<file path="src/rtl/fxu_pkg.sv">
package fxu_pkg;

  typedef enum logic [3:0] {
    OP_ADD    = 4'd0,  OP_SUBF   = 4'd1,  OP_ADDC  = 4'd2,  OP_SUBFC  = 4'd3,
    OP_ADDE   = 4'd4,  OP_SUBFE  = 4'd5,  OP_ADDME = 4'd6,  OP_SUBFME = 4'd7,
    OP_ADDZE  = 4'd8,  OP_SUBFZE = 4'd9,  OP_NEG   = 4'd10, OP_ADDI   = 4'd11,
    OP_ADDIS  = 4'd12, OP_ADDIC  = 4'd13, OP_ADDICR = 4'd14, OP_SUBFIC = 4'd15
  } fxu_op_e;

  typedef enum logic [1:0] {S2_REG, S2_IMM, S2_ZERO, S2_ONES} src2_e;
  typedef enum logic [1:0] {CI_ZERO, CI_ONE, CI_CA} cin_e;

  typedef struct packed {
    logic  inv_a;
    src2_e src2;
    logic  imm_shift;
    cin_e  cin;
    logic  ca_upd;
    logic  oe_ok;
    logic  rc_ok;
    logic  rc_force;
    logic  ra0_ok;
  } fxu_ctl_t;

  localparam int XB_SO   = 31;
  localparam int XB_OV   = 30;
  localparam int XB_CA   = 29;
  localparam int XB_OV32 = 19;
  localparam int XB_CA32 = 18;

endpackage

</file>
<file path="src/rtl/fxu_decode.sv">
module fxu_decode
  import fxu_pkg::*;
(
  input  fxu_op_e  op,
  output fxu_ctl_t ctl
);
  always_comb begin
    ctl = '{inv_a: 1'b0, src2: S2_REG, imm_shift: 1'b0, cin: CI_ZERO,
            ca_upd: 1'b0, oe_ok: 1'b1, rc_ok: 1'b1, rc_force: 1'b0, ra0_ok: 1'b0};
    case (op)
      OP_ADD:    ;
      OP_SUBF:   begin ctl.inv_a = 1'b1; ctl.cin = CI_ONE; end
      OP_ADDC:   ctl.ca_upd = 1'b1;
      OP_SUBFC:  begin ctl.inv_a = 1'b1; ctl.cin = CI_ONE; ctl.ca_upd = 1'b1; end
      OP_ADDE:   begin ctl.cin = CI_CA; ctl.ca_upd = 1'b1; end
      OP_SUBFE:  begin ctl.inv_a = 1'b1; ctl.cin = CI_CA; ctl.ca_upd = 1'b1; end
      OP_ADDME:  begin ctl.src2 = S2_ONES; ctl.cin = CI_CA; ctl.ca_upd = 1'b1; end
      OP_SUBFME: begin ctl.inv_a = 1'b1; ctl.src2 = S2_ONES; ctl.cin = CI_CA; ctl.ca_upd = 1'b1; end
      OP_ADDZE:  begin ctl.src2 = S2_ZERO; ctl.cin = CI_CA; ctl.ca_upd = 1'b1; end
      OP_SUBFZE: begin ctl.inv_a = 1'b1; ctl.src2 = S2_ZERO; ctl.cin = CI_CA; ctl.ca_upd = 1'b1; end
      OP_NEG:    begin ctl.inv_a = 1'b1; ctl.src2 = S2_ZERO; ctl.cin = CI_ONE; end
      default: begin
        ctl.src2  = S2_IMM;
        ctl.oe_ok = 1'b0;
        ctl.rc_ok = 1'b0;
        case (op)
          OP_ADDI:   ctl.ra0_ok = 1'b1;
          OP_ADDIS:  begin ctl.ra0_ok = 1'b1; ctl.imm_shift = 1'b1; end
          OP_ADDIC:  ctl.ca_upd = 1'b1;
          OP_ADDICR: begin ctl.ca_upd = 1'b1; ctl.rc_force = 1'b1; end
          default:   begin ctl.inv_a = 1'b1; ctl.cin = CI_ONE; ctl.ca_upd = 1'b1; end
        endcase
      end
    endcase
  end
endmodule

</file>
<file path="src/rtl/fxu_adder.sv">
module fxu_adder #(
  parameter int W = 64
) (
  input  logic [W-1:0] a,
  input  logic [W-1:0] b,
  input  logic         cin,
  output logic [W-1:0] sum,
  output logic         co_full,
  output logic         co_half,
  output logic         ov_full,
  output logic         ov_half
);
  localparam int H = W / 2;

  logic [W:0] full_sum;
  logic [H:0] half_sum;

  always_comb begin
    full_sum = {1'b0, a} + {1'b0, b} + {{W{1'b0}}, cin};
    half_sum = {1'b0, a[H-1:0]} + {1'b0, b[H-1:0]} + {{H{1'b0}}, cin};
    sum      = full_sum[W-1:0];
    co_full  = full_sum[W];
    co_half  = half_sum[H];
    ov_full  = (a[W-1] == b[W-1]) && (full_sum[W-1] != a[W-1]);
    ov_half  = (a[H-1] == b[H-1]) && (half_sum[H-1] != a[H-1]);
  end
endmodule

</file>
<file path="src/rtl/fxu_flags.sv">
module fxu_flags
  import fxu_pkg::*;
#(
  parameter int W  = 64,
  parameter int XW = 32
) (
  input  fxu_ctl_t      ctl,
  input  logic          oe,
  input  logic          rc,
  input  logic [XW-1:0] xer_in,
  input  logic [W-1:0]  sum,
  input  logic          co_full,
  input  logic          co_half,
  input  logic          ov_full,
  input  logic          ov_half,
  output logic [XW-1:0] xer_out,
  output logic [3:0]    cond
);
  logic rec, neg, zero;

  always_comb begin
    xer_out = xer_in;
    if (ctl.ca_upd) begin
      xer_out[XB_CA]   = co_full;
      xer_out[XB_CA32] = co_half;
    end
    if (oe && ctl.oe_ok) begin
      xer_out[XB_OV]   = ov_full;
      xer_out[XB_OV32] = ov_half;
      xer_out[XB_SO]   = xer_in[XB_SO] | ov_full;
    end
    rec  = ctl.rc_force | (rc & ctl.rc_ok);
    neg  = sum[W-1];
    zero = (sum == '0);
    cond = rec ? {neg, ~neg & ~zero, zero, xer_out[XB_SO]} : 4'b0000;
  end
endmodule

</file>
<file path="src/rtl/fxu_addsub.sv">
module fxu_addsub
  import fxu_pkg::*;
#(
  parameter int XLEN = 64,
  parameter int IMMW = 16,
  parameter int XERW = 32
) (
  input  logic            clk,
  input  logic            rst_n,
  input  logic            in_valid,
  output logic            in_ready,
  input  logic [3:0]      op,
  input  logic [XLEN-1:0] ra,
  input  logic [XLEN-1:0] rb,
  input  logic [IMMW-1:0] simm,
  input  logic            ra_is_zero,
  input  logic            oe,
  input  logic            rc,
  input  logic [XERW-1:0] xer_in,
  output logic            out_valid,
  input  logic            out_ready,
  output logic [XLEN-1:0] result,
  output logic [XERW-1:0] xer_out,
  output logic [3:0]      cond
);
  localparam logic [XERW-1:0] FLAG_MASK = (XERW'(1) << XB_SO) | (XERW'(1) << XB_OV) |
                                          (XERW'(1) << XB_CA) | (XERW'(1) << XB_OV32) |
                                          (XERW'(1) << XB_CA32);

  fxu_ctl_t        ctl;
  logic [XLEN-1:0] imm_ext, src1_base, src1, src2, sum;
  logic            cin, co_full, co_half, ov_full, ov_half, fire, vld_d;
  logic [XERW-1:0] xer_d;
  logic [3:0]      cond_d;

  fxu_decode u_dec (.op(fxu_op_e'(op)), .ctl(ctl));

  always_comb begin
    imm_ext   = {{(XLEN-IMMW){simm[IMMW-1]}}, simm};
    src1_base = (ctl.ra0_ok && ra_is_zero) ? '0 : ra;
    src1      = ctl.inv_a ? ~src1_base : src1_base;
    case (ctl.src2)
      S2_REG:  src2 = rb;
      S2_IMM:  src2 = ctl.imm_shift ? (imm_ext << IMMW) : imm_ext;
      S2_ZERO: src2 = '0;
      default: src2 = '1;
    endcase
    case (ctl.cin)
      CI_ZERO: cin = 1'b0;
      CI_ONE:  cin = 1'b1;
      default: cin = xer_in[XB_CA];
    endcase
  end

  fxu_adder #(.W(XLEN)) u_add (
    .a(src1), .b(src2), .cin(cin), .sum(sum),
    .co_full(co_full), .co_half(co_half), .ov_full(ov_full), .ov_half(ov_half)
  );

  fxu_flags #(.W(XLEN), .XW(XERW)) u_flg (
    .ctl(ctl), .oe(oe), .rc(rc), .xer_in(xer_in), .sum(sum),
    .co_full(co_full), .co_half(co_half), .ov_full(ov_full), .ov_half(ov_half),
    .xer_out(xer_d), .cond(cond_d)
  );

  always_comb begin
    in_ready = ~out_valid | out_ready;
    fire     = in_valid & in_ready;
    vld_d    = fire | (out_valid & ~out_ready);
  end

  always_ff @(posedge clk or negedge rst_n) begin
    if (!rst_n) out_valid <= 1'b0;
    else        out_valid <= vld_d;
  end

  always_ff @(posedge clk) begin
    if (fire) begin
      result  <= sum;
      xer_out <= xer_d;
      cond    <= cond_d;
    end
  end

  assert_xer_keep_R7: assert property (@(posedge clk) disable iff (!rst_n)
    fire |=> ((xer_out ^ $past(xer_in)) & ~FLAG_MASK) == '0);

  assert_so_sticky_R6: assert property (@(posedge clk) disable iff (!rst_n)
    fire && xer_in[XB_SO] |=> xer_out[XB_SO]);

  assert_ca_keep_R4: assert property (@(posedge clk) disable iff (!rst_n)
    fire && !ctl.ca_upd |=> xer_out[XB_CA] == $past(xer_in[XB_CA]));

  assert_cond_onehot_R8: assert property (@(posedge clk) disable iff (!rst_n)
    out_valid && (cond != 4'b0000) |-> $countones(cond[3:1]) == 1);

  assert_hold_R9: assert property (@(posedge clk) disable iff (!rst_n)
    out_valid && !out_ready |=> out_valid && $stable(result) && $stable(xer_out) && $stable(cond));

endmodule

</file>
<file path="config.mk">
export PLATFORM = sky130hd
export DESIGN_NAME = fxu_addsub
export DESIGN_NICKNAME = d
export VERILOG_FILES = /design/src/rtl/fxu_pkg.sv /design/src/rtl/fxu_decode.sv /design/src/rtl/fxu_adder.sv /design/src/rtl/fxu_flags.sv /design/src/rtl/fxu_addsub.sv
export SDC_FILE = /design/constraint.sdc
export NUM_CORES = 1
export LEC_CHECK = 0
export BUFFER_PORTS_ARGS = -buffer_cell sky130_fd_sc_hd__buf_2
export CELL_PAD_IN_SITES_DETAIL_PLACEMENT = 0
export CELL_PAD_IN_SITES_GLOBAL_PLACEMENT = 1
export CORE_MARGIN = 2
export CORE_UTILIZATION = 34
export DETAILED_ROUTE_END_ITERATION = 10
export GPL_ROUTABILITY_DRIVEN = 0
export PLACE_DENSITY = 0.83
export RECOVER_POWER = 100
export SETUP_SLACK_MARGIN = 0.02
export SYNTH_ARGS = -nofsm -noshare
export SYNTH_HDL_FRONTEND = slang
export SYNTH_HIERARCHICAL = 1
export SYNTH_SLANG_ARGS = --single-unit
</file>
<file path="constraint.sdc">
create_clock -name clk -period 4.5 [get_ports clk]
set_clock_uncertainty 0.15 [all_clocks]
set_input_delay 0.9 -clock clk [delete_from_list [all_inputs] [get_ports clk]]
set_output_delay 0.9 -clock clk [all_outputs]
set_load 0.02 [all_outputs]
</file>
# Word level (Yosys, flattened, before mapping)
# Index checks and enable logic that the tools add are counted.
# Widths: inputs -> output; s select.
# totals
reg_bits	101
inputBits	187
output_inout_bits	102
wordCells	84
# classes
addsub	4
eq_ne	21
muxes	21
bitwise_logic	13
reduce_logical	21
# ops
op	count
$pmux 64 s3	1
$mux 64	2
$add 64x64->65	1
$add 65x1->65	1
$logic_not 64->1	1
$not 64->64	1
$add 32x32->33	1
$add 33x1->33	1
$mux 31	1
$eq 4x4->1 const B	7
$reduce_or 6->1	3
$eq 4x3->1 const B	4
$pmux 2 s3	2
$reduce_or 11->1	1
$mux 1	10
$reduce_or 3->1	3
$eq 4x2->1 const B	2
$reduce_or 8->1	1
$pmux 1 s2	3
$reduce_or 2->1	3
$reduce_or 5->1	1
$and 1x1->1	4
$eq 2x1->1 const B	2
$eq 4x1->1 const B	1
other kinds (11)	23

# Logic depth before layout (Yosys ltp)
# Gate-level depths: netlist (run 1).
# logic_depth
depth_word	14
mapped_depth	24
depth_no_buf	21

# Cells and area by module
# The synthesis (run 1) kept the hierarchy.
# modules_own_cells
module	n_inst	cells_each	area_per_inst_um2	seq_area_each_um2
fxu_addsub	1	378	4770.8	3027.9
fxu_adder	1	576	3943.8	0.0
fxu_flags	1	59	451.7	0.0
fxu_decode	1	28	227.7	0.0

# Worst setup path after synthesis (run 1)
# OpenSTA, ideal clock, no wires.
# synth_timing
kind	input port to flip-flop
startpoint	in op[1]
endpoint	reg cond[2], data pin
setup_ns	0.265
arrival_ns	5.085
required_ns	4.085
setup_slack_ns	-1.000
cell_stages	23
n_path_buf	3
path_cell_list	buf_4 > a21o_2 > mux2i_1 > buf_2 > clkbuf_1 > o21ai_0 > nand2_1 > inv_1 > fa_1 > fa_1 > nor2b_1 > o2111ai_1 > a31oi_2 > o2111ai_1 > a2111oi_4 > o21ai_2 > and2_1 > o21ai_1 > xor2_1 > nor4_1 > nand4_1 > nor4_2 > nor3_1
# synth_lines
item	line	text
from (decl)	fxu_addsub.sv:12	input logic [3:0] op,
to (signal assigned)	fxu_addsub.sv:81	cond <= cond_d;
to (decl)	fxu_addsub.sv:24	output logic [3:0] cond

==> results of run 1 <==
-- report_power, final --
group	switching [W]	total, W	internal (W)
Combinational	0.00230	0.00451	0.00221
Sequential	0.0000536	0.00137	0.00132
Clock	0.000420	0.000816	0.000395
Total	0.00277	0.00669	0.00392
-- worst max-delay path, cell delays in order --
cell	delay (ns)
buf_12	0.11
or3b_4	0.38
a21oi_2	0.16
nand2_2	0.09
buf_6	0.17
buf_4	0.15
nand2_1	0.10
xnor2_1	0.20
ha_4	0.27
a21o_1	0.21
a211o_2	0.40
o211ai_1	0.24
a21oi_1	0.11
o21ai_0	0.28
nand2b_1	0.10
a21oi_1	0.20
xnor2_1	0.14
nor4_2	0.34
buf_4	0.16
nand4_1	0.13
nor4_2	0.32
nor3_1	0.07
-- registers in the layout, summed over array words and instances, names as in the netlist --
register and flops:
cond 4, xer_out 32, out_valid 1, result 64
-- per-stage QoR --
step,setup TNS [ns],hold WS (ns),util
finish,-4.95,0.149,0.556
detailed placement,-29.64,0.377,0.493
global placement,-25.20,0.381,0.493
global route,-8.07,0.135,0.556
floorplan,-4.06,0.454,-
CTS,-4.82,0.136,0.529
-- layer usage --
layer	wire, microns	vias to the layer above	part of all wire
li1	-	4922	-
met1	15200	4931	0.42
met2	17800	374	0.49
met3	1960	84	0.054
met4	1070	2	0.030
met5	13	-	0.00036
-- cell usage after synthesis (3+ instances only) --
cell / instances / share of area
a21o_1: 78 / 0.062
or3_1: 3 / 0.0020
nor4_2: 5 / 0.0067
o211ai_1: 4 / 0.0032
mux2_2: 6 / 0.0072
o21bai_1: 13 / 0.010
nor2_1: 39 / 0.016
nor4_1: 13 / 0.0087
o21ai_1: 8 / 0.0043
nor3_1: 12 / 0.0064
nand4_1: 20 / 0.013
buf_6: 4 / 0.0048
nand2_1: 151 / 0.060
ha_1: 63 / 0.084
inv_1: 20 / 0.0080
a21oi_1: 72 / 0.038
nand3_1: 15 / 0.0080
o31ai_1: 6 / 0.0048
xnor2_1: 103 / 0.096
buf_2: 22 / 0.012
a31oi_1: 15 / 0.010
clkbuf_1: 31 / 0.012
buf_4: 32 / 0.026
o21ai_0: 47 / 0.025
a31o_2: 5 / 0.0047
and3_1: 6 / 0.0040
a211o_1: 5 / 0.0047
a221o_1: 14 / 0.015
o21a_1: 9 / 0.0072
and2b_1: 6 / 0.0048
nor2b_1: 17 / 0.011
edfxtp_1: 100 / 0.32
nand2b_1: 9 / 0.0060
xor2_1: 25 / 0.023
and2_1: 7 / 0.0047
-- worst max-delay path by stage --
stage,from,slack (ns),endpoint
final,op[0],-0.84,cond[2]
after global routing,op[2],-1.01,cond[2]
after CTS,op[0],-0.82,cond[2]
after detailed placement,op[2],-1.43,cond[2]
after global placement,op[1],-1.34,cond[2]
after floorplan,op[1],-0.79,cond[2]
-- layout by cell type (no fill, tap or decap), drive strengths merged, types with 25 or more instances in the layout --
cell and count:
ha 63, edfxtp 100, a21oi 75, clkbuf 114, buf 550, xor2 25
nand2 151, xnor2 103, nor2 40, a21o 79, o21ai 57
-- logic make-up (layout without fill, tap and decap cells) --
kind of cell / Yosys count / count (layout) / share of synthesized area
flops: 101 / 101 / 0.322
buf+inv: 110 / 693 / 0.0630
compound gates: 309 / 310 / 0.229
fa+ha+maj: 65 / 65 / 0.0882
xor+xnor: 128 / 128 / 0.119
other cells: 0 / 2 / 0
simple gates: 321 / 322 / 0.170
mux: 7 / 7 / 0.00826
-- area by class of cell --
type | instances | area, sq um | area share
Inverter | 20 | 77.6 | 0.00516
Sequential cell | 101 | 3030 | 0.201
Clock inverter | 7 | 75.1 | 0.00499
Antenna cell | 2 | 5.00 | 0.000333
Multi-Input combinational cell | 832 | 6820 | 0.453
Timing Repair Buffer | 657 | 4380 | 0.291
Clock buffer | 9 | 225 | 0.0150
Tap cell | 341 | 427 | 0.0284
-- what timing repair did --
item | 4_1_cts | 5_1_grt
cloned | 2 | 2
pin swaps | 78 | 73
resized for setup | 89 | 145
setup buffers | 26 | 21
endpoints found under the setup margin | 44 | 47
==> impl_metrics.ini, run 1 <==
[worst_setup_path]
crit_path_end_kind = flop
rrSetupSlack_ns = 0.74
worstPathArrival_ns = 5.26
start_kind = input port
criticalPathCategory = input port to flop
required_ns = 4.43
rr_startpoint = out_valid
cp_max_fo = 14
rr_worst_depth = 3
reg2reg_to = result[35]

[global_routing]
overflow = 0
grt_use_met1 = 0.293
grt_pass1_wl_microns = 52400
globalRouteMet2Util = 0.414
grt_usage = 0.233
first_global_vias = 10100
grt_max_degree = 55
busiest_layer = met2
gr-usage-met3 = 0.0279
grt_antenna_before_repair = 1

[power]
p_leak_nw = 6.92
total_power_w = 0.00669
peakVddDrop_mv = 0.234
powerDensity_nw_per_um2 = 445

[floorplan]
io_pins = 289
start_util = 0.348
core_region_area_sq_um = 27000
num_rows = 60
fp.dieArea_sq_um = 29000
die_h_microns = 170
die_w_microns = 170

[timing]
rsz0062_at_grt = true
period_minus_slack_ns = 5.34
hold_viol = 0
fmax_mhz = 187
tightest_slew_ns = 2.37
setup_violations = 19
slew-limit-headroom = -0.583
min_period_over_period = 1.19
timing.final.ws_setup_ns = -0.836
slew_viol_final = 55

[drt]
via_per_inst = 5.24
post_drt_wl_per_cell_microns = 18.3
remaining_drc_errors = 0
drtPass1Iterations = 7
drtIter0Drc = 670
vias = 10300
wl_microns = 36100
ant_nets = 0

[finish]
n_fill_cell = 2435
final_area_sq_um = 15000
nNetsFinal = 1873
fin_cells = 1969
drive_above_1_share = 0.458
areaGrowthSynthToFinish_pct = 60.0

[logic_synthesis]
yosysWarnings = 6
synth_seq_cells = 101
ys.flop_type = edfxtp_1
synthArstFlopShare = 0.00990
synthesis.area_sq_um = 9390
synth-edff-count = 100
synth.distinct_cells = 80
syn_area_per_cell_sq_um = 9.02
synthCells = 1041
synth_fp_nets = 1293
ys_seq_area_frac = 0.322

[placement]
dp.cells = 1910
dp_worst_setup_slack_ns = -1.43
place_hpwl_microns = 28100
dpl_cell_area_sq_um = 13300
port_buffers = 288

[clocking]
clock_sinks = 101
numCtsBuffers = 9
cts_tree = yes
clkTransAtPathRegs_ns = 0.08
cts_max_level = 3
clock_latency_ns = 0.36
cts-root-buf = clkbuf_16
clockBufferDepth = 2
hold_buffers = 0

[run]
drv_cap = 1

[worst_hold_path]
worstHoldPathType = input port to async pin

[status]
status = finished with violations
violations = max-capacitance violations, max-slew violations, negative setup slack
Power figures use the tool's default switching activity.
==> inputs of run 2 (changes only) <==
Settings changed: CORE_UTILIZATION 34 to 39, PLACE_DENSITY 0.83 to 0.93, REMOVE_ABC_BUFFERS from default to 1, SYNTH_HIERARCHICAL 1 to default.
==> run 2 against run 1 <==
Effect of this change:
- critical path depth decreased by 1
- register-to-register slack got worse by 0.17 ns
- critical path type unchanged
- combinational power shrank 8.4%
- power fell by 6.4%
- global-route usage grew 5.2 points
- the flow still finishes with violations (max-capacitance violations, max-slew violations, negative setup slack)
- first-iteration DRC count grew 76%
- via count grew 14%
- clock power is 2% lower
- largest power group unchanged
- sequential share of layout area shrank 0.085 points
==> impl_metrics.ini, run 2 <==
[placement]
dp_worst_setup_slack_ns = -1.90
place_hpwl_microns = 30900
port_buffers = 288

[drt]
drtIter0Drc = 1181
post_drt_wl_per_cell_microns = 18.0
remaining_drc_errors = 0
wl_microns = 38400
via_per_inst = 5.50
vias = 11700
drtPass1Iterations = 6
ant_nets = 0

[worst_setup_path]
critical_path.top_delay_family = simple AND/OR/NAND/NOR gates
cp_cell_sequence = buf_8 -> nand2b_4 -> nor2_4 -> a21o_1 -> nand3_2 -> nand2_2 -> xnor2_2 -> fa_2 -> inv_2 -> fa_2 -> a21o_1 -> a221o_2 -> a21oi_1 -> xnor2_1 -> or4b_1 -> nor4_1 -> and4b_1 -> nand4b_1 -> and4bb_1 -> nand4_1 -> and3_1
cp_num_buf_inv = 2
crit_path_end_kind = flop
slowest_stage = or4b_1
criticalPathCategory = input port to flop
max_stage_delay_ns = 0.55
required_ns = 4.47
start_kind = input port
worstPathArrival_ns = 5.52
rrSetupSlack_ns = 0.57
cp_max_fo = 7

[finish]
drive_above_1_share = 0.408
layout_commonest_cell = buf_4
reg_top3 = result (64), xer_out (32), cond (4)
regMostFlops = result
final_cell_mix = buf_4, nand2_1, buf_2
fin_util = 0.639
areaGrowthSynthToFinish_pct = 59.7
largest_reg_flops = 64
antenna_cells = 0
nNetsFinal = 2060
n_fill_cell = 2053

[global_routing]
first_global_vias = 11400
grt_antenna_before_repair = 0
overflow = 0
grt_pass1_wl_microns = 58800
grt_max_degree = 47
grt_usage = 0.285

[clocking]
cts-root-buf = clkbuf_16
clock_sinks = 101
clock_latency_ns = 0.34
cts_tree = yes
numCtsBuffers = 9
clkTransAtPathRegs_ns = 0.08
clockBufferDepth = 2
cts_max_level = 3

[logic_synthesis]
yosys-top-cells-count = nand2_1, a21oi_1, edfxtp_1
yosysWarnings = 0
synthArstFlopShare = 0.00990
ys_seq_area_frac = 0.320
synth_area_leaders = edfxtp_1, nand2_1, ha_1
synth_most_common_cell = nand2_1
synthesis.area_sq_um = 9450
syn_area_per_cell_sq_um = 8.28
synth_top_area_frac = 0.318
synth_top_area_cell = edfxtp_1
synth.distinct_cells = 86
synthCells = 1142
ys.flop_type = edfxtp_1
synth-edff-count = 100
synth_seq_cells = 101

[timing]
setup_violations = 9
slew_viol_final = 47
timing.final.ws_setup_ns = -1.05
slew-limit-headroom = -1.12
finalHoldWorstSlack_ns = 0.164
hold_viol = 0
min_period_over_period = 1.23
rsz0062_at_grt = true
fmax_mhz = 180
period_minus_slack_ns = 5.55
tightest_slew_ns = 3.19

[floorplan]
fp.dieArea_sq_um = 25500
core_region_area_sq_um = 23600
num_rows = 56
die_w_microns = 160
io_pins = 289
die_h_microns = 160
start_util = 0.400

[power]
p_leak_nw = 6.93
peakVddDrop_mv = 0.195
powerDensity_nw_per_um2 = 415

[status]
status = finished with violations
violations = max-capacitance violations, max-slew violations, negative setup slack

[run]
drv_cap = 1

[worst_hold_path]
worstHoldPathType = input port to async pin
## run 2: worst paths after layout
kind	from	cells past startpoint	endpoint
setup / recovery	op[1]	21	cond[2]
hold / removal	rst_n	1	out_valid
setup reg to reg	out_valid	3	result[12]
hold reg to reg	out_valid	2	out_valid
max in group asynchronous	rst_n	1	out_valid
min in group clk	out_valid	2	out_valid
## run 2: logic make-up (layout without fill, tap and decap cells)
family / count (synthesis) / in the layout / share of synthesized area
xor+xnor: 113 / 113 / 0.105
flops: 101 / 101 / 0.320
compound gates: 348 / 348 / 0.237
mux: 6 / 6 / 0.00820
simple gates: 440 / 440 / 0.215
buf+inv: 69 / 740 / 0.0281
fa+ha+maj: 65 / 65 / 0.0876
## run 2: cell type report
cell class	count	area (sq um)	area share
flip-flops and latches	101	3030	0.201
multi-input cells	972	6680	0.442
inverters	18	67.6	0.00448
clock buffers	10	229	0.0152
repair buffers	706	4630	0.306
clock inverters	6	68.8	0.00456
well taps	319	399	0.0264
## run 2: power by group
group / switching (W) / internal, W
Combinational: 0.00220 / 0.00193
Sequential: 0.0000442 / 0.00129
Clock: 0.000365 / 0.000436
Total: 0.00261 / 0.00365
## run 2: what timing repair did
item                                   4_1_cts  5_1_grt
pin swaps                                   20       18
endpoints found under the hold margin        0        0
gates cloned                                 2        0
gates resized for setup                     79       68
hold buffers                                 0        0
setup endpoints to repair                   21       23
buffers inserted                             5        1
## run 2: per-layer routing
| layer | GRT usage | vias to the layer above | routed length, microns |
|---|---|---|---|
| met1 | 0.386 | 5437 | 16100 |
| met2 | 0.470 | 647 | 17400 |
| met4 | 0.0769 | 0 | 1160 |
| li1 | - | 5527 | - |
| met3 | 0.0501 | 108 | 3790 |
| met5 | 0 | - | 0 |
## run 2: metrics by stage
stage | cells | total power (W) | setup TNS (ns) | instance area (sq um)
after floorplan | 1091 | 0.00308 | -255.18 | 9260
after global placement | 2108 | 0.00508 | -18.66 | 14300
after detailed placement | 2108 | 0.00514 | -21.54 | 14300
after CTS | 2131 | 0.00609 | -2.18 | 15000
after global routing | 2132 | 0.00658 | -4.94 | 15100
final | 2132 | 0.00626 | -3.35 | 15100
